File: src/rtl/i2cr_pkg.sv
package i2cr_pkg;

  // Word indices (byte offset / 4); writes and reads share some of them
  localparam logic [3:0] IX_FIFO  = 4'd0;
  localparam logic [3:0] IX_CMD   = 4'd1;
  localparam logic [3:0] IX_MODE  = 4'd2;
  localparam logic [3:0] IX_WMARK = 4'd3;
  localparam logic [3:0] IX_MASK  = 4'd4;
  localparam logic [3:0] IX_COND  = 4'd5;  // read conditions / write OR mask
  localparam logic [3:0] IX_PEND  = 4'd6;  // read pending / write AND mask
  localparam logic [3:0] IX_STAT  = 4'd7;  // read status / write engine reset
  localparam logic [3:0] IX_XSTAT = 4'd8;  // read ext status / write error clear
  localparam logic [3:0] IX_RESID = 4'd9;  // read residual / write SCL release
  localparam logic [3:0] IX_PBUSY = 4'd10;
  localparam logic [3:0] IX_SCLLO = 4'd11;
  localparam logic [3:0] IX_SDAHI = 4'd12;
  localparam logic [3:0] IX_SDALO = 4'd13;

  localparam int IDX_LSB = 2;
  localparam int IDX_W   = 4;

  localparam int MODE_WRAP = 0;
  localparam int MODE_PACE = 1;
  localparam int MODE_DIAG = 2;
  localparam int MODE_ENH  = 3;
  localparam int PORT_LSB  = 10;
  localparam int PORT_W    = 6;
  localparam int DIV_LSB   = 16;
  localparam int DIV_W     = 16;

  localparam logic [31:0] MODE_WMASK  = 32'hFFFF_FC0F;
  localparam logic [31:0] WMARK_WMASK = 32'h0000_F0F0;
  localparam logic [15:0] MASK_WMASK  = 16'hFFE0;
  localparam int          PBUSY_KEY   = 31;

  typedef struct packed {
    logic fifo;
    logic cmd;
    logic mode;
    logic wmark;
    logic mask_ld;
    logic mask_or;
    logic mask_and;
    logic eng_rst;
    logic err_clr;
    logic scl_rel;
    logic pbusy;
    logic scl_pull;
    logic sda_rel;
    logic sda_pull;
  } wr_stb_t;

endpackage

File: src/rtl/i2cr_decode.sv
module i2cr_decode
  import i2cr_pkg::*;
#(
  parameter int ADDR_W = 6
) (
  input  logic              clk,
  input  logic              rst_n,
  input  logic [ADDR_W-1:0] bus_addr,
  input  logic              bus_rd,
  input  logic              bus_wr,
  input  logic [31:0]       bus_wdata,
  output wr_stb_t           wr_stb,
  output logic              rd_hit,
  output logic [IDX_W-1:0]  rd_idx,
  output logic              cmd_go,
  output logic [31:0]       cmd_word,
  output logic              fifo_push,
  output logic [31:0]       fifo_wdata,
  output logic              fifo_pop,
  output logic              eng_reset,
  output logic              err_clear
);

  logic [IDX_W-1:0] widx;
  logic             in_range;

  assign widx = bus_addr[IDX_LSB +: IDX_W];

  generate
    if (ADDR_W > IDX_LSB + IDX_W) begin : g_upper
      assign in_range = ~|bus_addr[ADDR_W-1:IDX_LSB+IDX_W];
    end else begin : g_exact
      assign in_range = 1'b1;
    end
  endgenerate

  always_comb begin
    wr_stb = '0;
    if (bus_wr && in_range) begin
      case (widx)
        IX_FIFO:  wr_stb.fifo     = 1'b1;
        IX_CMD:   wr_stb.cmd      = 1'b1;
        IX_MODE:  wr_stb.mode     = 1'b1;
        IX_WMARK: wr_stb.wmark    = 1'b1;
        IX_MASK:  wr_stb.mask_ld  = 1'b1;
        IX_COND:  wr_stb.mask_or  = 1'b1;
        IX_PEND:  wr_stb.mask_and = 1'b1;
        IX_STAT:  wr_stb.eng_rst  = 1'b1;
        IX_XSTAT: wr_stb.err_clr  = 1'b1;
        IX_RESID: wr_stb.scl_rel  = 1'b1;
        IX_PBUSY: wr_stb.pbusy    = 1'b1;
        IX_SCLLO: wr_stb.scl_pull = 1'b1;
        IX_SDAHI: wr_stb.sda_rel  = 1'b1;
        IX_SDALO: wr_stb.sda_pull = 1'b1;
        default:  wr_stb = '0;
      endcase
    end
  end

  assign rd_hit = bus_rd && in_range;
  assign rd_idx = widx;

  // Registered pulses toward engine and FIFO
  logic        cmd_go_d, fifo_push_d, fifo_pop_d, eng_reset_d, err_clear_d;
  logic [31:0] cmd_word_d, fifo_wdata_d;

  always_comb begin
    cmd_go_d     = wr_stb.cmd;
    fifo_push_d  = wr_stb.fifo;
    fifo_pop_d   = rd_hit && (widx == IX_FIFO);
    eng_reset_d  = wr_stb.eng_rst;
    err_clear_d  = wr_stb.err_clr;
    cmd_word_d   = cmd_word;
    fifo_wdata_d = fifo_wdata;
    if (wr_stb.cmd)  cmd_word_d   = bus_wdata;
    if (wr_stb.fifo) fifo_wdata_d = bus_wdata;
  end

  always_ff @(posedge clk or negedge rst_n) begin
    if (!rst_n) begin
      cmd_go     <= 1'b0;
      fifo_push  <= 1'b0;
      fifo_pop   <= 1'b0;
      eng_reset  <= 1'b0;
      err_clear  <= 1'b0;
      cmd_word   <= '0;
      fifo_wdata <= '0;
    end else begin
      cmd_go     <= cmd_go_d;
      fifo_push  <= fifo_push_d;
      fifo_pop   <= fifo_pop_d;
      eng_reset  <= eng_reset_d;
      err_clear  <= err_clear_d;
      cmd_word   <= cmd_word_d;
      fifo_wdata <= fifo_wdata_d;
    end
  end

  // a command write launches exactly the written word next cycle
  p_cmd_launch_r8: assert property (@(posedge clk) disable iff (!rst_n)
    wr_stb.cmd |=> (cmd_go && cmd_word == $past(bus_wdata)));

  // a FIFO read produces the pop pulse next cycle
  p_fifo_pop_r8: assert property (@(posedge clk) disable iff (!rst_n)
    (rd_hit && rd_idx == IX_FIFO) |=> fifo_pop);

endmodule

File: src/rtl/i2cr_cfg.sv
module i2cr_cfg
  import i2cr_pkg::*;
#(
  parameter logic [15:0] CLKDIV_RST = 16'h0006
) (
  input  logic        clk,
  input  logic        rst_n,
  input  wr_stb_t     wr_stb,
  input  logic [31:0] wdata,
  output logic [31:0] mode_q,
  output logic [15:0] mask_q,
  output logic [31:0] wmark_q
);

  localparam logic [31:0] MODE_RST = {CLKDIV_RST, 16'h0000};

  logic [31:0] mode_d, wmark_d;
  logic [15:0] mask_d, wmask_in;

  assign wmask_in = wdata[15:0] & MASK_WMASK;

  always_comb begin
    mode_d = mode_q;
    if (wr_stb.eng_rst)   mode_d = MODE_RST;
    else if (wr_stb.mode) mode_d = wdata & MODE_WMASK;
  end

  always_comb begin
    mask_d = mask_q;
    if (wr_stb.mask_ld)       mask_d = wmask_in;
    else if (wr_stb.mask_or)  mask_d = mask_q | wmask_in;
    else if (wr_stb.mask_and) mask_d = mask_q & wmask_in;
  end

  always_comb begin
    wmark_d = wmark_q;
    if (wr_stb.wmark) wmark_d = wdata & WMARK_WMASK;
  end

  always_ff @(posedge clk or negedge rst_n) begin
    if (!rst_n) begin
      mode_q  <= MODE_RST;
      mask_q  <= '0;
      wmark_q <= '0;
    end else begin
      mode_q  <= mode_d;
      mask_q  <= mask_d;
      wmark_q <= wmark_d;
    end
  end

  // engine reset returns port to 0 and divider to its default
  p_eng_rst_mode_r7: assert property (@(posedge clk) disable iff (!rst_n)
    wr_stb.eng_rst |=> (mode_q[PORT_LSB +: PORT_W] == '0 &&
                        mode_q[DIV_LSB +: DIV_W] == CLKDIV_RST));

  // OR write leaves every written one set
  p_mask_or_r3: assert property (@(posedge clk) disable iff (!rst_n)
    wr_stb.mask_or |=> ((mask_q & $past(wmask_in)) == $past(wmask_in)));

  // AND write leaves no bit set outside the written ones
  p_mask_and_r3: assert property (@(posedge clk) disable iff (!rst_n)
    wr_stb.mask_and |=> ((mask_q & ~$past(wmask_in)) == '0));

endmodule

File: src/rtl/i2cr_line.sv
module i2cr_line #(
  parameter int SYNC_STAGES = 2
) (
  input  logic clk,
  input  logic rst_n,
  input  logic diag,
  input  logic scl_rel,
  input  logic scl_pull,
  input  logic sda_rel,
  input  logic sda_pull,
  input  logic eng_scl_low,
  input  logic eng_sda_low,
  input  logic scl_in,
  input  logic sda_in,
  input  logic pbusy_set,
  input  logic pbusy_clr,
  output logic scl_low_en,
  output logic sda_low_en,
  output logic scl_sync,
  output logic sda_sync,
  output logic pbusy_q
);

  // Input synchronizers, reset to the idle-high bus level
  logic [SYNC_STAGES-1:0] scl_sh, sda_sh;

  generate
    for (genvar s = 0; s < SYNC_STAGES; s++) begin : g_sync
      logic scl_src, sda_src;
      if (s == 0) begin : g_first
        assign scl_src = scl_in;
        assign sda_src = sda_in;
      end else begin : g_next
        assign scl_src = scl_sh[s-1];
        assign sda_src = sda_sh[s-1];
      end
      always_ff @(posedge clk or negedge rst_n) begin
        if (!rst_n) begin
          scl_sh[s] <= 1'b1;
          sda_sh[s] <= 1'b1;
        end else begin
          scl_sh[s] <= scl_src;
          sda_sh[s] <= sda_src;
        end
      end
    end
  endgenerate

  assign scl_sync = scl_sh[SYNC_STAGES-1];
  assign sda_sync = sda_sh[SYNC_STAGES-1];

  // Manual pull-down state, only live in diagnostic mode
  logic scl_man_q, sda_man_q, scl_man_d, sda_man_d, pbusy_d;

  always_comb begin
    scl_man_d = scl_man_q;
    sda_man_d = sda_man_q;
    if (!diag) begin
      scl_man_d = 1'b0;
      sda_man_d = 1'b0;
    end else begin
      if (scl_pull)     scl_man_d = 1'b1;
      else if (scl_rel) scl_man_d = 1'b0;
      if (sda_pull)     sda_man_d = 1'b1;
      else if (sda_rel) sda_man_d = 1'b0;
    end
  end

  always_comb begin
    pbusy_d = pbusy_q;
    if (pbusy_set)      pbusy_d = 1'b1;
    else if (pbusy_clr) pbusy_d = 1'b0;
  end

  always_ff @(posedge clk or negedge rst_n) begin
    if (!rst_n) begin
      scl_man_q <= 1'b0;
      sda_man_q <= 1'b0;
      pbusy_q   <= 1'b0;
    end else begin
      scl_man_q <= scl_man_d;
      sda_man_q <= sda_man_d;
      pbusy_q   <= pbusy_d;
    end
  end

  assign scl_low_en = diag ? scl_man_q : eng_scl_low;
  assign sda_low_en = diag ? sda_man_q : eng_sda_low;

  // a manual SCL pull in diagnostic mode drives the line low next cycle
  p_diag_scl_pull_r9: assert property (@(posedge clk) disable iff (!rst_n)
    (diag && scl_pull) |=> scl_low_en);

  // a manual SDA release in diagnostic mode frees the line next cycle
  p_diag_sda_rel_r9: assert property (@(posedge clk) disable iff (!rst_n)
    (diag && sda_rel) |=> !sda_low_en);

  // outside diagnostic mode the manual state returns to released
  p_nodiag_release_r10: assert property (@(posedge clk) disable iff (!rst_n)
    !diag |=> (!scl_man_q && !sda_man_q));

  // a keyed clear with no new event drops the sticky flag
  p_pbusy_clear_r12: assert property (@(posedge clk) disable iff (!rst_n)
    (pbusy_clr && !pbusy_set) |=> !pbusy_q);

endmodule

File: src/rtl/i2cr_rdmux.sv
module i2cr_rdmux
  import i2cr_pkg::*;
#(
  parameter int          MAX_PORT   = 3,
  parameter logic [7:0]  FIFO_DEPTH = 8'd16,
  parameter logic [4:0]  VERSION    = 5'd3
) (
  input  logic             clk,
  input  logic             rst_n,
  input  logic             rd_hit,
  input  logic [IDX_W-1:0] rd_idx,
  input  logic [31:0]      mode_q,
  input  logic [15:0]      mask_q,
  input  logic [31:0]      wmark_q,
  input  logic [31:0]      fifo_rdata,
  input  logic [8:0]       eng_flags,
  input  logic             eng_busy,
  input  logic [7:0]       eng_fifo_count,
  input  logic [15:0]      eng_resid,
  input  logic             far_scl,
  input  logic             far_sda,
  input  logic             scl_sync,
  input  logic             sda_sync,
  input  logic             scl_low_en,
  input  logic             sda_low_en,
  input  logic             pbusy_q,
  output logic [31:0]      rdata_q
);

  logic [15:0] cond, pend;
  logic        any_pend, hi_water, lo_water;
  logic [31:0] stat_w, xstat_w, sel_w, rdata_d;
  logic [3:0]  wm_hi, wm_lo;

  assign wm_hi = wmark_q[15:12];
  assign wm_lo = wmark_q[7:4];

  always_comb begin
    cond     = {eng_flags, eng_busy, ~eng_busy, 5'b00000};
    pend     = cond & mask_q;
    any_pend = |pend;
    hi_water = eng_fifo_count >= {4'b0000, wm_hi};
    lo_water = eng_fifo_count <= {4'b0000, wm_lo};
    stat_w   = {eng_flags, 3'b000, 4'(MAX_PORT), any_pend, 3'b000,
                scl_sync, sda_sync, pbusy_q, eng_busy, eng_fifo_count};
    xstat_w  = {FIFO_DEPTH, 8'h00, scl_sync, sda_sync, far_scl, far_sda,
                ~scl_low_en, ~sda_low_en, hi_water, lo_water,
                pbusy_q, eng_busy, 1'b0, VERSION};
  end

  always_comb begin
    case (rd_idx)
      IX_FIFO:  sel_w = fifo_rdata;
      IX_MODE:  sel_w = mode_q;
      IX_WMARK: sel_w = wmark_q;
      IX_MASK:  sel_w = {16'h0000, mask_q};
      IX_COND:  sel_w = {16'h0000, cond};
      IX_PEND:  sel_w = {16'h0000, pend};
      IX_STAT:  sel_w = stat_w;
      IX_XSTAT: sel_w = xstat_w;
      IX_RESID: sel_w = {16'h0000, eng_resid};
      IX_PBUSY: sel_w = {pbusy_q, 31'h0};
      default:  sel_w = 32'h0;
    endcase
  end

  always_comb begin
    rdata_d = rdata_q;
    if (rd_hit) rdata_d = sel_w;
    else if (rd_idx == IX_FIFO && !rd_hit) rdata_d = rdata_q;
  end

  always_ff @(posedge clk or negedge rst_n) begin
    if (!rst_n) rdata_q <= '0;
    else        rdata_q <= rdata_d;
  end

  // write-only offsets read back as zero
  p_wo_zero_r14: assert property (@(posedge clk) disable iff (!rst_n)
    (rd_hit && (rd_idx == IX_CMD || rd_idx == IX_SCLLO ||
                rd_idx == IX_SDAHI || rd_idx == IX_SDALO)) |=> (rdata_q == '0));

  // mask bits below the condition field read zero
  p_mask_low_zero_r3: assert property (@(posedge clk) disable iff (!rst_n)
    (rd_hit && rd_idx == IX_MASK) |=> (rdata_q[4:0] == '0));

endmodule

File: src/rtl/i2c_ctl_regs.sv
module i2c_ctl_regs
  import i2cr_pkg::*;
#(
  parameter int          ADDR_W      = 6,
  parameter int          MAX_PORT    = 3,
  parameter int          SYNC_STAGES = 2,
  parameter logic [15:0] CLKDIV_RST  = 16'h0006,
  parameter logic [7:0]  FIFO_DEPTH  = 8'd16,
  parameter logic [4:0]  VERSION     = 5'd3
) (
  input  logic              clk,
  input  logic              rst_n,
  input  logic [ADDR_W-1:0] bus_addr,
  input  logic              bus_rd,
  input  logic              bus_wr,
  input  logic [31:0]       bus_wdata,
  output logic [31:0]       bus_rdata,
  output logic              cmd_go,
  output logic [31:0]       cmd_word,
  output logic              fifo_push,
  output logic [31:0]       fifo_wdata,
  output logic              fifo_pop,
  input  logic [31:0]       fifo_rdata,
  output logic              eng_reset,
  output logic              err_clear,
  input  logic [8:0]        eng_flags,
  input  logic              eng_busy,
  input  logic [7:0]        eng_fifo_count,
  input  logic [15:0]       eng_resid,
  input  logic              eng_port_busy,
  input  logic              far_scl,
  input  logic              far_sda,
  input  logic              eng_scl_low,
  input  logic              eng_sda_low,
  input  logic              scl_in,
  input  logic              sda_in,
  output logic              scl_low_en,
  output logic              sda_low_en,
  output logic [15:0]       clk_div,
  output logic [5:0]        port_sel,
  output logic [MAX_PORT:0] port_en,
  output logic              mode_enh,
  output logic              mode_pace,
  output logic              mode_wrap,
  output logic [3:0]        wm_high,
  output logic [3:0]        wm_low
);

  localparam int NUM_PORTS = MAX_PORT + 1;

  // Reset: asserted asynchronously, released through two flops
  logic rst_meta_q, rst_sync_n;

  always_ff @(posedge clk or negedge rst_n) begin
    if (!rst_n) begin
      rst_meta_q <= 1'b0;
      rst_sync_n <= 1'b0;
    end else begin
      rst_meta_q <= 1'b1;
      rst_sync_n <= rst_meta_q;
    end
  end

  wr_stb_t          wr_stb;
  logic             rd_hit;
  logic [IDX_W-1:0] rd_idx;
  logic [31:0]      mode_q, wmark_q;
  logic [15:0]      mask_q;
  logic             scl_sync, sda_sync, pbusy_q;

  i2cr_decode #(.ADDR_W(ADDR_W)) u_decode (
    .clk        (clk),
    .rst_n      (rst_sync_n),
    .bus_addr   (bus_addr),
    .bus_rd     (bus_rd),
    .bus_wr     (bus_wr),
    .bus_wdata  (bus_wdata),
    .wr_stb     (wr_stb),
    .rd_hit     (rd_hit),
    .rd_idx     (rd_idx),
    .cmd_go     (cmd_go),
    .cmd_word   (cmd_word),
    .fifo_push  (fifo_push),
    .fifo_wdata (fifo_wdata),
    .fifo_pop   (fifo_pop),
    .eng_reset  (eng_reset),
    .err_clear  (err_clear)
  );

  i2cr_cfg #(.CLKDIV_RST(CLKDIV_RST)) u_cfg (
    .clk     (clk),
    .rst_n   (rst_sync_n),
    .wr_stb  (wr_stb),
    .wdata   (bus_wdata),
    .mode_q  (mode_q),
    .mask_q  (mask_q),
    .wmark_q (wmark_q)
  );

  i2cr_line #(.SYNC_STAGES(SYNC_STAGES)) u_line (
    .clk         (clk),
    .rst_n       (rst_sync_n),
    .diag        (mode_q[MODE_DIAG]),
    .scl_rel     (wr_stb.scl_rel),
    .scl_pull    (wr_stb.scl_pull),
    .sda_rel     (wr_stb.sda_rel),
    .sda_pull    (wr_stb.sda_pull),
    .eng_scl_low (eng_scl_low),
    .eng_sda_low (eng_sda_low),
    .scl_in      (scl_in),
    .sda_in      (sda_in),
    .pbusy_set   (eng_port_busy),
    .pbusy_clr   (wr_stb.pbusy && bus_wdata[PBUSY_KEY]),
    .scl_low_en  (scl_low_en),
    .sda_low_en  (sda_low_en),
    .scl_sync    (scl_sync),
    .sda_sync    (sda_sync),
    .pbusy_q     (pbusy_q)
  );

  i2cr_rdmux #(
    .MAX_PORT   (MAX_PORT),
    .FIFO_DEPTH (FIFO_DEPTH),
    .VERSION    (VERSION)
  ) u_rdmux (
    .clk            (clk),
    .rst_n          (rst_sync_n),
    .rd_hit         (rd_hit),
    .rd_idx         (rd_idx),
    .mode_q         (mode_q),
    .mask_q         (mask_q),
    .wmark_q        (wmark_q),
    .fifo_rdata     (fifo_rdata),
    .eng_flags      (eng_flags),
    .eng_busy       (eng_busy),
    .eng_fifo_count (eng_fifo_count),
    .eng_resid      (eng_resid),
    .far_scl        (far_scl),
    .far_sda        (far_sda),
    .scl_sync       (scl_sync),
    .sda_sync       (sda_sync),
    .scl_low_en     (scl_low_en),
    .sda_low_en     (sda_low_en),
    .pbusy_q        (pbusy_q),
    .rdata_q        (bus_rdata)
  );

  assign clk_div   = mode_q[DIV_LSB +: DIV_W];
  assign port_sel  = mode_q[PORT_LSB +: PORT_W];
  assign mode_enh  = mode_q[MODE_ENH];
  assign mode_pace = mode_q[MODE_PACE];
  assign mode_wrap = mode_q[MODE_WRAP];
  assign wm_high   = wmark_q[15:12];
  assign wm_low    = wmark_q[7:4];

  // Port number to one-hot physical port enable
  generate
    for (genvar p = 0; p < NUM_PORTS; p++) begin : g_port
      assign port_en[p] = (port_sel == PORT_W'(p));
    end
  endgenerate

  // never more than one physical port enabled
  p_port_onehot_r13: assert property (@(posedge clk) disable iff (!rst_sync_n)
    $onehot0(port_en));

endmodule

File: config.mk
export PLATFORM = sky130hd
export DESIGN_NAME = i2c_ctl_regs
export DESIGN_NICKNAME = d
export VERILOG_FILES = /design/src/rtl/i2cr_pkg.sv /design/src/rtl/i2cr_decode.sv /design/src/rtl/i2cr_cfg.sv /design/src/rtl/i2cr_line.sv /design/src/rtl/i2cr_rdmux.sv /design/src/rtl/i2c_ctl_regs.sv
export SDC_FILE = /design/constraint.sdc
export NUM_CORES = 1
export LEC_CHECK = 0
export BUFFER_PORTS_ARGS = -buffer_cell sky130_fd_sc_hd__buf_2
export CAP_MARGIN = 20
export CORE_MARGIN = 1.5
export CORE_UTILIZATION = 54
export CTS_CLUSTER_DIAMETER = 30
export CTS_CLUSTER_SIZE = 20
export DETAILED_ROUTE_END_ITERATION = 8
export GPL_TIMING_DRIVEN = 0
export HOLD_SLACK_MARGIN = 0.02
export PLACE_DENSITY = 0.93
export SLEW_MARGIN = 15
export SYNTH_ARGS = -nofsm -noshare
export SYNTH_HDL_FRONTEND = slang
export SYNTH_SLANG_ARGS = --single-unit
export TNS_END_PERCENT = 100
File: constraint.sdc
create_clock -name clk -period 9.1 [get_ports clk]
set_input_delay 1.82 -clock clk [delete_from_list [all_inputs] [get_ports clk]]
set_output_delay 1.82 -clock clk [all_outputs]
set_load 0.01 [all_outputs]
# After elaboration in Yosys (flattened, before gate mapping)
# Index checks and enable logic that the tools add are counted.
[op_classes]
n_reduce_logical = 8
order_cmp = 2
n_eq_ne = 18
bitwise = 6
muxes = 31
[ops]
columns = ["cell", "count"]
rows = [
  ["$pmux 32 s10", 1],
  ["$mux 32", 2],
  ["$mux 16", 3],
  ["$and 16x16->16", 2],
  ["$eq 4x4->1 const B", 6],
  ["$mux 1", 24],
  ["$eq 4x3->1 const B", 4],
  ["$or 16x16->16", 1],
  ["$reduce_or 16->1", 1],
  ["$mux 14", 1],
  ["$eq 6x2->1 const B", 2],
  ["$eq 4x2->1 const B", 2],
  ["$ge 8x4->1", 1],
  ["$le 8x4->1", 1],
  ["$eq 6x1->1 const B", 1],
  ["$logic_not 6->1", 1],
  ["$ne 3x1->1 const B", 2],
  ["$eq 4x1->1 const B", 1],
  ["$logic_not 4->1", 1],
  ["$reduce_bool 2->1", 2],
  ["$not 1->1", 3],
  ["$reduce_bool 3->1", 1],
  ["$logic_and 1x1->1", 2],
]
[word_totals]
in_bits = 115
ff_bits = 166

# Depth between registers and ports, before layout
# Gate-level depths: netlist (run 1).
[depth]
depth_word = 6
ltp_mapped = 7
ltp_nobuf = 6

# Cells and area by module
# From an unflattened synthesis (run 1), not the netlist that was laid out.
[unflattened]
hier_cells = 703
hier_area_um2 = 8100.3
[by_module_without_submodules]
columns = ["mod", "area_each_um2", "instances", "cells_per_inst"]
rows = [
  ["i2cr_rdmux", 2841.5, 1, 321],
  ["i2cr_decode", 2778.9, 1, 171],
  ["i2cr_cfg", 2122.0, 1, 186],
  ["i2cr_line", 249.0, 1, 15],
  ["i2c_ctl_regs", 108.9, 1, 10],
]

# Worst setup path before layout (run 1)
# No wires, ideal clock.
[synth_path]
path_kind = "input to output"
start = "input eng_scl_low"
end = "output scl_low_en"
slack_ns = 5.181
t_arrival_ns = 2.099
stages = 1
n_path_buf = 0
cell_sequence = "mux2_2"
[synth_between]
elab_chain_cells = 1
[synth_rtl]
columns = ["item", "line_no", "source"]
rows = [
  ["start: declaration", "i2c_ctl_regs.sv:33", "input logic eng_scl_low,"],
  ["$mux 1", "i2cr_line.sv:87", "assign scl_low_en = diag ? scl_man_q : eng_scl_low;"],
  ["end: declaration", "i2c_ctl_regs.sv:37", "output logic scl_low_en,"],
]
# No other way between the ends.

# Final worst setup path (run 1)
# Same ends and word-level chain as after synthesis.

==> results of run 1 <==
-- kinds of logic (layout without fill, tap and decap cells) --
logic type	Yosys count	count (layout)	share of synthesized area [%]
compound gates	151	151	16.8
xor+xnor	1	1	0.121
fa+ha+maj	8	8	1.39
buf+inv	62	346	4.20
flops	155	155	53.9
mux	87	87	13.5
other cells	1	1	0.0520
simple gates	122	122	10.1
-- worst min path at each step --
stage	start	endpoint	slack, ns	depth (start not counted)
6_report	u_line.g_sync[1].sda_src	u_line.sda_sync	0.36	0
5_1_grt	u_line.g_sync[1].sda_src	u_line.sda_sync	0.36	0
4_1_cts	u_line.g_sync[1].sda_src	u_line.sda_sync	0.36	0
3_5_place_dp	u_line.g_sync[1].sda_src	u_line.sda_sync	0.35	0
3_3_place_gp	rst_meta_q	rst_sync_n	0.33	0
2_1_floorplan	rst_meta_q	rst_sync_n	0.33	0
-- cell usage after synthesis (2+ instances only) --
cell	number	share of area, %
and3b_1	3	0.36
inv_1	18	0.94
o2111ai_1	2	0.24
o2bb2ai_1	15	1.8
a22oi_1	13	1.4
nor4b_4	2	0.66
a222oi_1	11	1.5
ha_1	8	1.4
or3b_1	2	0.24
nor2_1	31	1.6
and2_1	9	0.78
nor2b_1	12	1.0
nor4_1	3	0.26
a22o_1	34	4.1
a221oi_1	8	0.97
o211ai_1	7	0.73
buf_4	6	0.62
buf_2	26	1.8
mux2i_1	7	0.97
and3_1	7	0.61
a221o_1	6	0.83
nor3b_1	4	0.42
dfstp_2	6	2.2
nand3b_1	2	0.21
o221ai_1	4	0.49
a21o_1	5	0.52
o21ai_0	5	0.35
buf_6	2	0.31
dfrtp_1	149	52
a21oi_1	26	1.8
nand3_1	5	0.35
nor4bb_1	2	0.28
clkbuf_1	10	0.52
mux2_2	80	12
nand2_1	17	0.88
nand4_1	3	0.26
nand2b_1	9	0.78
a32oi_1	7	0.85
-- layer usage --
| layer | share of wire (%) | GRT usage, % |
|---|---|---|
| met1 | 39 | 47.1 |
| met2 | 47 | 56.5 |
| met3 | 9.4 | 8.11 |
| met4 | 5.3 | 20.3 |
| met5 | 0 | 0 |
-- registers in the layout, summed over array words and instances (netlist names), 8 cells and up --
| name | flops |
|---|---|
| u_rdmux.rdata_q | 32 |
| u_decode.fifo_wdata | 32 |
| u_decode.cmd_word | 32 |
| u_cfg.wmark_q | 8 |
| u_cfg.mode_q | 26 |
| u_cfg.mask_q | 11 |
-- where the power goes --
| part | total (mW) | switching (mW) | internal (mW) |
|---|---|---|---|
| clock network | 0.690 | 0.293 | 0.397 |
| registers | 0.902 | 0.0966 | 0.805 |
| logic | 0.443 | 0.232 | 0.211 |
-- worst register-to-register path, stage by stage (launching register included) --
cell	delay (ns)
dfrtp_1	0.53
mux2_2	0.39
o21ai_0	0.21
or3b_1	0.37
o221ai_1	0.07
-- cell usage in the layout, fill, tap and decap left out, drive strengths merged, types with 5 or more instances in the layout --
master / instances
a21o: 5
a21oi: 26
a221o: 6
a221oi: 9
a222oi: 11
a22o: 34
a22oi: 13
a32oi: 7
and2: 9
and3: 7
buf: 286
clkbuf: 32
clkinv: 5
dfrtp: 149
dfstp: 6
ha: 8
inv: 21
mux2: 80
mux2i: 7
nand2: 17
nand2b: 9
nand3: 6
nor2: 32
nor2b: 12
nor3b: 5
o211ai: 7
o21ai: 5
o2bb2ai: 15
-- cell type report --
| type | instances | area [um2] |
|---|---|---|
| multi-input combinational | 370 | 3030 |
| sequential | 155 | 3890 |
| inverter | 18 | 67.6 |
| clock buffer | 22 | 464 |
| tap | 176 | 220 |
| fill | 986 | 3810 |
| clock inverter | 10 | 109 |
| timing repair buffer | 252 | 1310 |
| buffer | 44 | 235 |
-- metrics by stage --
stage / area, um2 / setup slack [ns] / instances
finish: 9320 / 4.97 / 1047
floorplan: 7210 / 4.47 / 587
global route: 9320 / 4.90 / 1047
global placement: 8680 / 2.83 / 1013
detailed placement: 8740 / 4.97 / 1015
CTS: 9320 / 4.97 / 1047
==> impl_metrics.ini, run 1 <==
[layout]
area_growth_pct = 29.2
antennaDiodeCount = 0
fin_util_pct = 71.0
drive_above_1_share_pct = 47.2
fin_nets = 981

[critical_path]
worstSetupEndpoint = scl_low_en
start_kind = input port
cp_num_buf_inv = 2
r2r_start = u_cfg.mode_q[2]
cp.arrival_ns = 2.31
cp.required_ns = 7.28
r2r-end = u_rdmux.rdata_q[11]
crit_family = multiplexers
path_depth = 3
endpoint_kind = primary output
path_class = input port to primary output
worstPathCellList = buf_2 > mux2_2 > buf_2
critPathLaunch = eng_scl_low
cpMaxStageDelayCell = mux2_2
slowest_delay_ns = 0.26
critPathMostFrequentCell = buf_2
path_max_fanout = 2
r2r_cells = 4
r2r_slack_ns = 7.44

[status]
status = finished clean

[die]
core_mm2 = 0.0131
dieArea_mm2 = 0.0141
num_io_pins = 255
core.rowCount = 42
die_h_um = 119
start_util_pct = 54.9
die_w_um = 119

[synth]
synth_edf_count = 0
synth_area_per_cell_um2 = 12.3
synthFlopType = dfrtp_1
synth.net_count = 710
ys_ff_latch = 155
synth_cells = 587
async_reset_ff_share_pct = 100
synth_cell_types = 59
syn_area_mm2 = 0.00721
ys_warn_count = 0
yosysSeqAreaShare_pct = 53.9

[cts]
path_clk_slew_ns = 0.06
tritoncts = yes
insertion_delay_ns = 0.42
cts.sinks = 155
root_buffer = clkbuf_16
cts_buffer_depth = 2
ctsResizeCount = 0
postCtsHoldBufs = 0
numCtsBuffers = 17
postCtsSetupRepairBufs = 0
htreeDepth = 4

[grt]
grt_usage_pct = 36.2
grt_max_degree = 56
first_global_vias = 6554
antenna_found_initial = 1
globalRouteOverflowTotal = 0
grt_pass1_wl_mm = 38.0

[place]
port_buffers = 250
gp_congestion = 1.02
place_hpwl_mm = 18.4

[detailed_routing]
drtPass1Iterations = 5
vias = 6627
wirelength_mm = 25.1
vias_per_cell = 6.33
post-route-drc-count = 0
routedWlPerCell_um = 24.0
dr.first_iter.drc_count = 825
ant_nets = 0

[sta]
layout_min_cycle_time_ns = 4.13
maxSlewViolCount = 0
setup_violations = 0
hold_ws_ns = 0.355
hold_violations = 0
worst_slew_pin_slew_ns = 0.871
timing.fmax_mhz = 242
fin_crit_sh_pct = 45.4
setup_tns_ns = 0
rsz0062_at_grt = no
relSlewSlack_pct = 41.7
fin_skew_ns = 0.00710

[power_and_ir_drop]
peakVddDrop_uv = 138
p_per_area_mw_per_mm2 = 218
power.total_mw = 2.03
leakagePower_nw = 4.73

[job]
max_cap_violations = 0

[hold_path]
hp-class = register to register
Note: power is estimated with default switching activity, not from simulation.
==> inputs of run 2 (changes only) <==
- ABC_AREA: unset -> 1
- CORE_UTILIZATION: 54 -> 45
- PLACE_DENSITY: 0.93 -> 0.83
- clock period: 9.1 -> 3.4 ns (I/O delays scaled with it)
==> run 2 against run 1 <==
  * Sequential share of layout area is 0.33 points lower
  * Combinational power grew to 2.6 times the previous value
  * Sequential power increased to 2.6 times the previous value
  * Die area rose by 20%
  * First-iteration DRC count is 16% lower
  * Via count grew 12%
  * Cell count is 33% higher
==> impl_metrics.ini, run 2 <==
[status]
status = finished clean

[synth]
synth_commonest_cells = 328 x nand2_1, 149 x dfrtp_1, 90 x inv_1, 75 x o21ai_1, 67 x o21ai_0
ys_warn_count = 0
synth_area_per_cell_um2 = 8.10
synth.net_count = 1015
synth.most_common_cell = nand2_1
synth_edf_count = 0
syn_area_mm2 = 0.00723
yosys.area.top_type_share_pct = 51.6
synth_top_area_cell = dfrtp_1
synth_cell_types = 31
yosysSeqAreaShare_pct = 53.8
synthFlopType = dfrtp_1
synth_cells = 892
ys_top_cells_by_area = dfrtp_1 52%, nand2_1 17%, o21ai_1 5.2%, inv_1 4.7%, o21ai_0 4.6%
ys_ff_latch = 155
async_reset_ff_share_pct = 100

[grt]
grt_usage_pct = 30.1
grt_pass1_wl_mm = 37.5
grt_max_degree = 49
first_global_vias = 6777
globalRouteOverflowTotal = 0
antenna_found_initial = 0

[power_and_ir_drop]
seqPwrFrac_pct = 44.2
p_sw_mw = 1.68
leakagePower_nw = 5.24
p_int_mw = 3.62
p_per_area_mw_per_mm2 = 564
swShare_pct = 31.6
p_clk_share_pct = 34.5
p_comb_share_pct = 21.3
peakVddDrop_uv = 446

[die]
die_h_um = 130
num_io_pins = 255
start_util_pct = 45.8
dieArea_mm2 = 0.0168
die_w_um = 130
core.rowCount = 46
core_mm2 = 0.0158

[layout]
layout_common_cells = 328 x nand2_1, 261 x buf_2, 148 x dfrtp_1
biggestRegsByFlops = u_decode.cmd_word (32), u_decode.fifo_wdata (32), u_rdmux.rdata_q (32)
fillers = 1479
stdcell_count = 1396
area_growth_pct = 30.0
mostFrequentLayoutCell = nand2_1
fin_nets = 1289
drive_above_1_share_pct = 28.9

[detailed_routing]
drtPass1Iterations = 5
vias = 7404
ant_nets = 0
vias_per_cell = 5.30
wirelength_mm = 25.3
routedWlPerCell_um = 18.1
post-route-drc-count = 0
dr.first_iter.drc_count = 690

[critical_path]
endpoint_kind = primary output
cpMaxStageDelayCell = dfrtp_1
slowest_delay_ns = 0.45
cp.required_ns = 2.72
cp_num_buf_inv = 2
start_kind = register
worstPathCellList = inv_1 > nand2_1 > nor4_1 > buf_2
crit_family = flip-flops
cp.arrival_ns = 1.62
path_class = register to primary output
path_max_fanout = 4

[cts]
tritoncts = yes
numCtsBuffers = 17
root_buffer = clkbuf_16
postCtsSetupRepairBufs = 0
path_clk_slew_ns = 0.06
cts_buffer_depth = 2
insertion_delay_ns = 0.43
htreeDepth = 4
cts.sinks = 155

[sta]
rsz0062_at_grt = no
hold_violations = 0
layout_min_cycle_time_ns = 2.30
setup_violations = 0
hold_ws_ns = 0.235
fin_crit_sh_pct = 67.6
maxSlewViolCount = 0
timing.fmax_mhz = 435
fin_skew_ns = 0.0205
relSlewSlack_pct = 62.7
worst_slew_pin_slew_ns = 0.560
setup_tns_ns = 0

[place]
dp.cells = 1362
gp_congestion = 0.955
port_buffers = 251
place_hpwl_mm = 19.4

[hold_path]
hp-class = register to async pin

[job]
max_cap_violations = 0
==> run 2: cell types whose count changed after synthesis, sizes merged, moves of 15 or more <==
cell	delta
nand2	+315
o21ai	+137
inv	+84
mux2	-80
a22o	-34
nand3	+22
buf	-19
a21oi	-18
nor2	+17
o22ai	+16
o2bb2ai	-15
==> run 2: per-stage QoR <==
step           area, um2  utilization [%]  power (mW)  worst slack (ns)
2_1_floorplan       7230                -        2.90             0.838
3_3_place_gp        8760             55.5        3.43           -0.0197
3_5_place_dp        8830             56.0        3.48              1.12
4_1_cts             9390             59.6        5.30              1.09
5_1_grt             9390             59.6        5.53              1.03
6_report            9400             59.6        5.30              1.10
==> run 2: final cells by class <==
type                            count  area, um2  share of cell area [%]
Clock inverter                      9       88.8                   0.945
Sequential cell                   155       3890                    41.4
Buffer                             32        163                    1.73
Timing Repair Buffer              255       1330                    14.2
Tap cell                          216        270                    2.88
Antenna cell                        1       2.50                  0.0266
Multi-Input combinational cell    603       2800                    29.7
Inverter                          102        385                    4.10
Clock buffer                       23        468                    4.98
==> run 2: worst paths after layout <==
check	endpoint	depth (start not counted)	start	slack, ns
setup / recovery	port_en[3]	4	u_cfg.mode_q[15]	1.10
hold / removal	u_decode.cmd_word[17]	0	rst_sync_n	0.24
setup reg to reg	u_rdmux.rdata_q[9]	10	u_cfg.wmark_q[15]	1.92
hold reg to reg	u_decode.cmd_word[17]	0	rst_sync_n	0.24
max in group asynchronous	u_line.sda_sync	2	rst_sync_n	2.26
min in group clk	u_line.g_sync[1].scl_src	1	scl_in	0.35
==> run 2: cell families (layout without fill, tap and decap cells) <==
| kind of cell | Yosys count | in the layout | synth area share [%] |
|---|---|---|---|
| flops | 155 | 155 | 53.8 |
| simple gates | 423 | 423 | 24.1 |
| fa+ha+maj | 8 | 8 | 1.38 |
| compound gates | 171 | 171 | 13.1 |
| other cells | 1 | 2 | 0.0519 |
| buf+inv | 134 | 421 | 7.58 |
==> run 2: layer usage <==
layer / routed length (um) / global-route usage (%) / up-vias
met5: 0 / 0 / -
met4: 823 / 12.3 / 0
met3: 2310 / 5.04 / 58
met2: 11700 / 46.7 / 422
met1: 10500 / 42.1 / 3532
li1: - / - / 3392
==> run 2: power groups by stage <==
stage	Clock [mW]	Combinational, mW	Sequential [mW]
finish	1.83	1.13	2.34
global route	1.91	1.25	2.37
CTS	1.84	1.13	2.33
detailed placement	0	1.12	2.36
global placement	0	1.04	2.38
floorplan	0	0.428	2.47
==> run 2: repair_timing <==
item / in CTS / in global routing
resized for setup: 0 / 0
endpoints found under the hold margin: 2 / 0
hold buffers: 1 / 0
==> inputs of run 3 (changes only) <==
- ABC_AREA: 1 -> 0
- CORE_UTILIZATION: 45 -> 50
- PLACE_DENSITY: 0.83 -> 0.87
- clock period: 3.4 -> 2.2 ns (I/O delays scaled with it)
==> run 3 against run 2 <==
  * Via count fell by 12%
  * Cell count fell by 24%
  * Sequential power rose by 59%
  * Setup slack got worse by 1.0 ns
  * First-iteration DRC count fell by 8.6%
  * Register-to-register slack got worse by 1.4 ns
  * Global-route usage rose by 3.6 points
  * Combinational power rose by 65%
  * Cell area fell by 0.33%
  * Count of clock-buffer cells in the layout fell by 4
  * Critical path type unchanged
  * Largest power group unchanged
==> impl_metrics.ini, run 3 (synthesis gave the netlist of run 1 again) <==
[layout]
mostFrequentLayoutCell = buf_2
area_growth_pct = 29.8
stdcell_count = 1055
fin_util_pct = 66.9
layout_common_cells = 276 x buf_2, 148 x dfrtp_1, 80 x mux2_2
fin_nets = 984
drive_above_1_share_pct = 47.5
biggestRegsByFlops = u_decode.cmd_word (32), u_decode.fifo_wdata (32), u_rdmux.rdata_q (32)

[grt]
use_met1_pct = 44.4
antenna_found_initial = 1
first_global_vias = 6308
globalRouteOverflowTotal = 0
grt_use_met3_pct = 7.24
grt_usage_pct = 33.6
grt_busiest_layer = met2
met2_usage_pct = 52.8
grt_pass1_wl_mm = 36.9
grt_max_degree = 43

[sta]
fin_crit_sh_pct = 96.4
setup_ws_ns = 0.0784
worst_slew_pin_slew_ns = 0.850
timing.fmax_mhz = 471
setup_violations = 0
rsz0062_at_grt = no
maxSlewViolCount = 0
layout_min_cycle_time_ns = 2.12
hold_violations = 0
fin_skew_ns = 0.00908
relSlewSlack_pct = 43.1

[die]
core.rowCount = 43
die_w_um = 123
start_util_pct = 51.6
num_io_pins = 255
dieArea_mm2 = 0.0152
core_mm2 = 0.0140
die_h_um = 123

[detailed_routing]
dr.first_iter.drc_count = 631
vias_per_cell = 6.16
wirelength_mm = 25.0
ant_nets = 0
post-route-drc-count = 0
drtPass1Iterations = 6
vias = 6501
routedWlPerCell_um = 23.7

[critical_path]
path_class = register to primary output
cp_num_buf_inv = 2
worstPathCellList = nor4_4 > buf_4 > nor3b_1 > buf_2
endpoint_kind = primary output
cp.arrival_ns = 1.68
cp.required_ns = 1.76
slowest_delay_ns = 0.44
start_kind = register
path_max_fanout = 4
cpMaxStageDelayCell = dfrtp_1
crit_family = simple AND/OR/NAND/NOR gates

[status]
status = finished clean

[place]
place_ws_ns = -0.0995
dp.cells = 1020
port_buffers = 250
gp_congestion = 0.983
place_hpwl_mm = 18.7

[hold_path]
hp-class = input port to register

[cts]
htreeDepth = 4
root_buffer = clkbuf_16
cts.sinks = 155
path_clk_slew_ns = 0.06
insertion_delay_ns = 0.43
tritoncts = yes
cts_buffer_depth = 2
numCtsBuffers = 17

[job]
max_cap_violations = 0

[power_and_ir_drop]
leakagePower_nw = 4.74
power.total_mw = 8.43
p_per_area_mw_per_mm2 = 900
peakVddDrop_uv = 676
==> run 3: layout make-up <==
class                      count  area [um2]
antenna                        1        2.50
buffer                        44         235
clock buffer                  19         443
clock inverter                13         134
fill                        1077        4620
inverter                      18        67.6
multi-input combinational    370        3040
sequential                   155        3890
tap                          180         225
timing repair buffer         255        1330
==> run 3: final timing paths <==
kind | slack (ns) | depth (start not counted) | from | endpoint
max | 0.08 | 4 | u_cfg.mode_q[14] | port_en[0]
min | 0.11 | 1 | scl_in | u_line.g_sync[1].scl_src
min in group asynchronous | 0.27 | 0 | rst_sync_n | u_decode.cmd_word[0]
min reg2reg | 0.27 | 0 | rst_sync_n | u_decode.cmd_word[0]
max in group asynchronous | 0.76 | 3 | rst_sync_n | u_cfg.mode_q[18]
max reg2reg | 0.50 | 4 | u_cfg.mode_q[2] | u_rdmux.rdata_q[11]
==> run 3: routing by layer <==
metal  wire length, um  vias up
met4              1100        0
met1              9870     3221
met2             11800      432
met3              2230       78
li1                  -     2770
met5                 0        -
==> run 3: worst register-to-register path: stages (launching register included) <==
cell      delay (ns)
dfrtp_1         0.53
mux2_2          0.39
o21ai_0         0.24
or3b_1          0.38
o221ai_1        0.08
==> run 3: what timing repair did <==
action / in CTS / in global routing
endpoints found under the setup margin: 4 / 4
endpoints found under the hold margin: 2 / 0
buffers inserted: 0 / 1
pin swaps: 0 / 1
resized for setup: 2 / 0
hold buffers: 1 / 0
==> run 3: per-stage QoR <==
step | cell area, um2 | hold WS [ns] | TNS, ns
6_report | 9370 | 0.109 | 0
2_1_floorplan | 7220 | 0.144 | 0
3_3_place_gp | 8690 | 0.227 | -0.171
5_1_grt | 9370 | 0.106 | 0
4_1_cts | 9360 | 0.103 | 0
3_5_place_dp | 8750 | 0.228 | -0.216
==> run 3: power breakdown <==
part | switching (mW) | internal (mW)
clock network | 1.25 | 1.61
registers | 0.381 | 3.33
logic | 0.968 | 0.890
total | 2.60 | 5.83
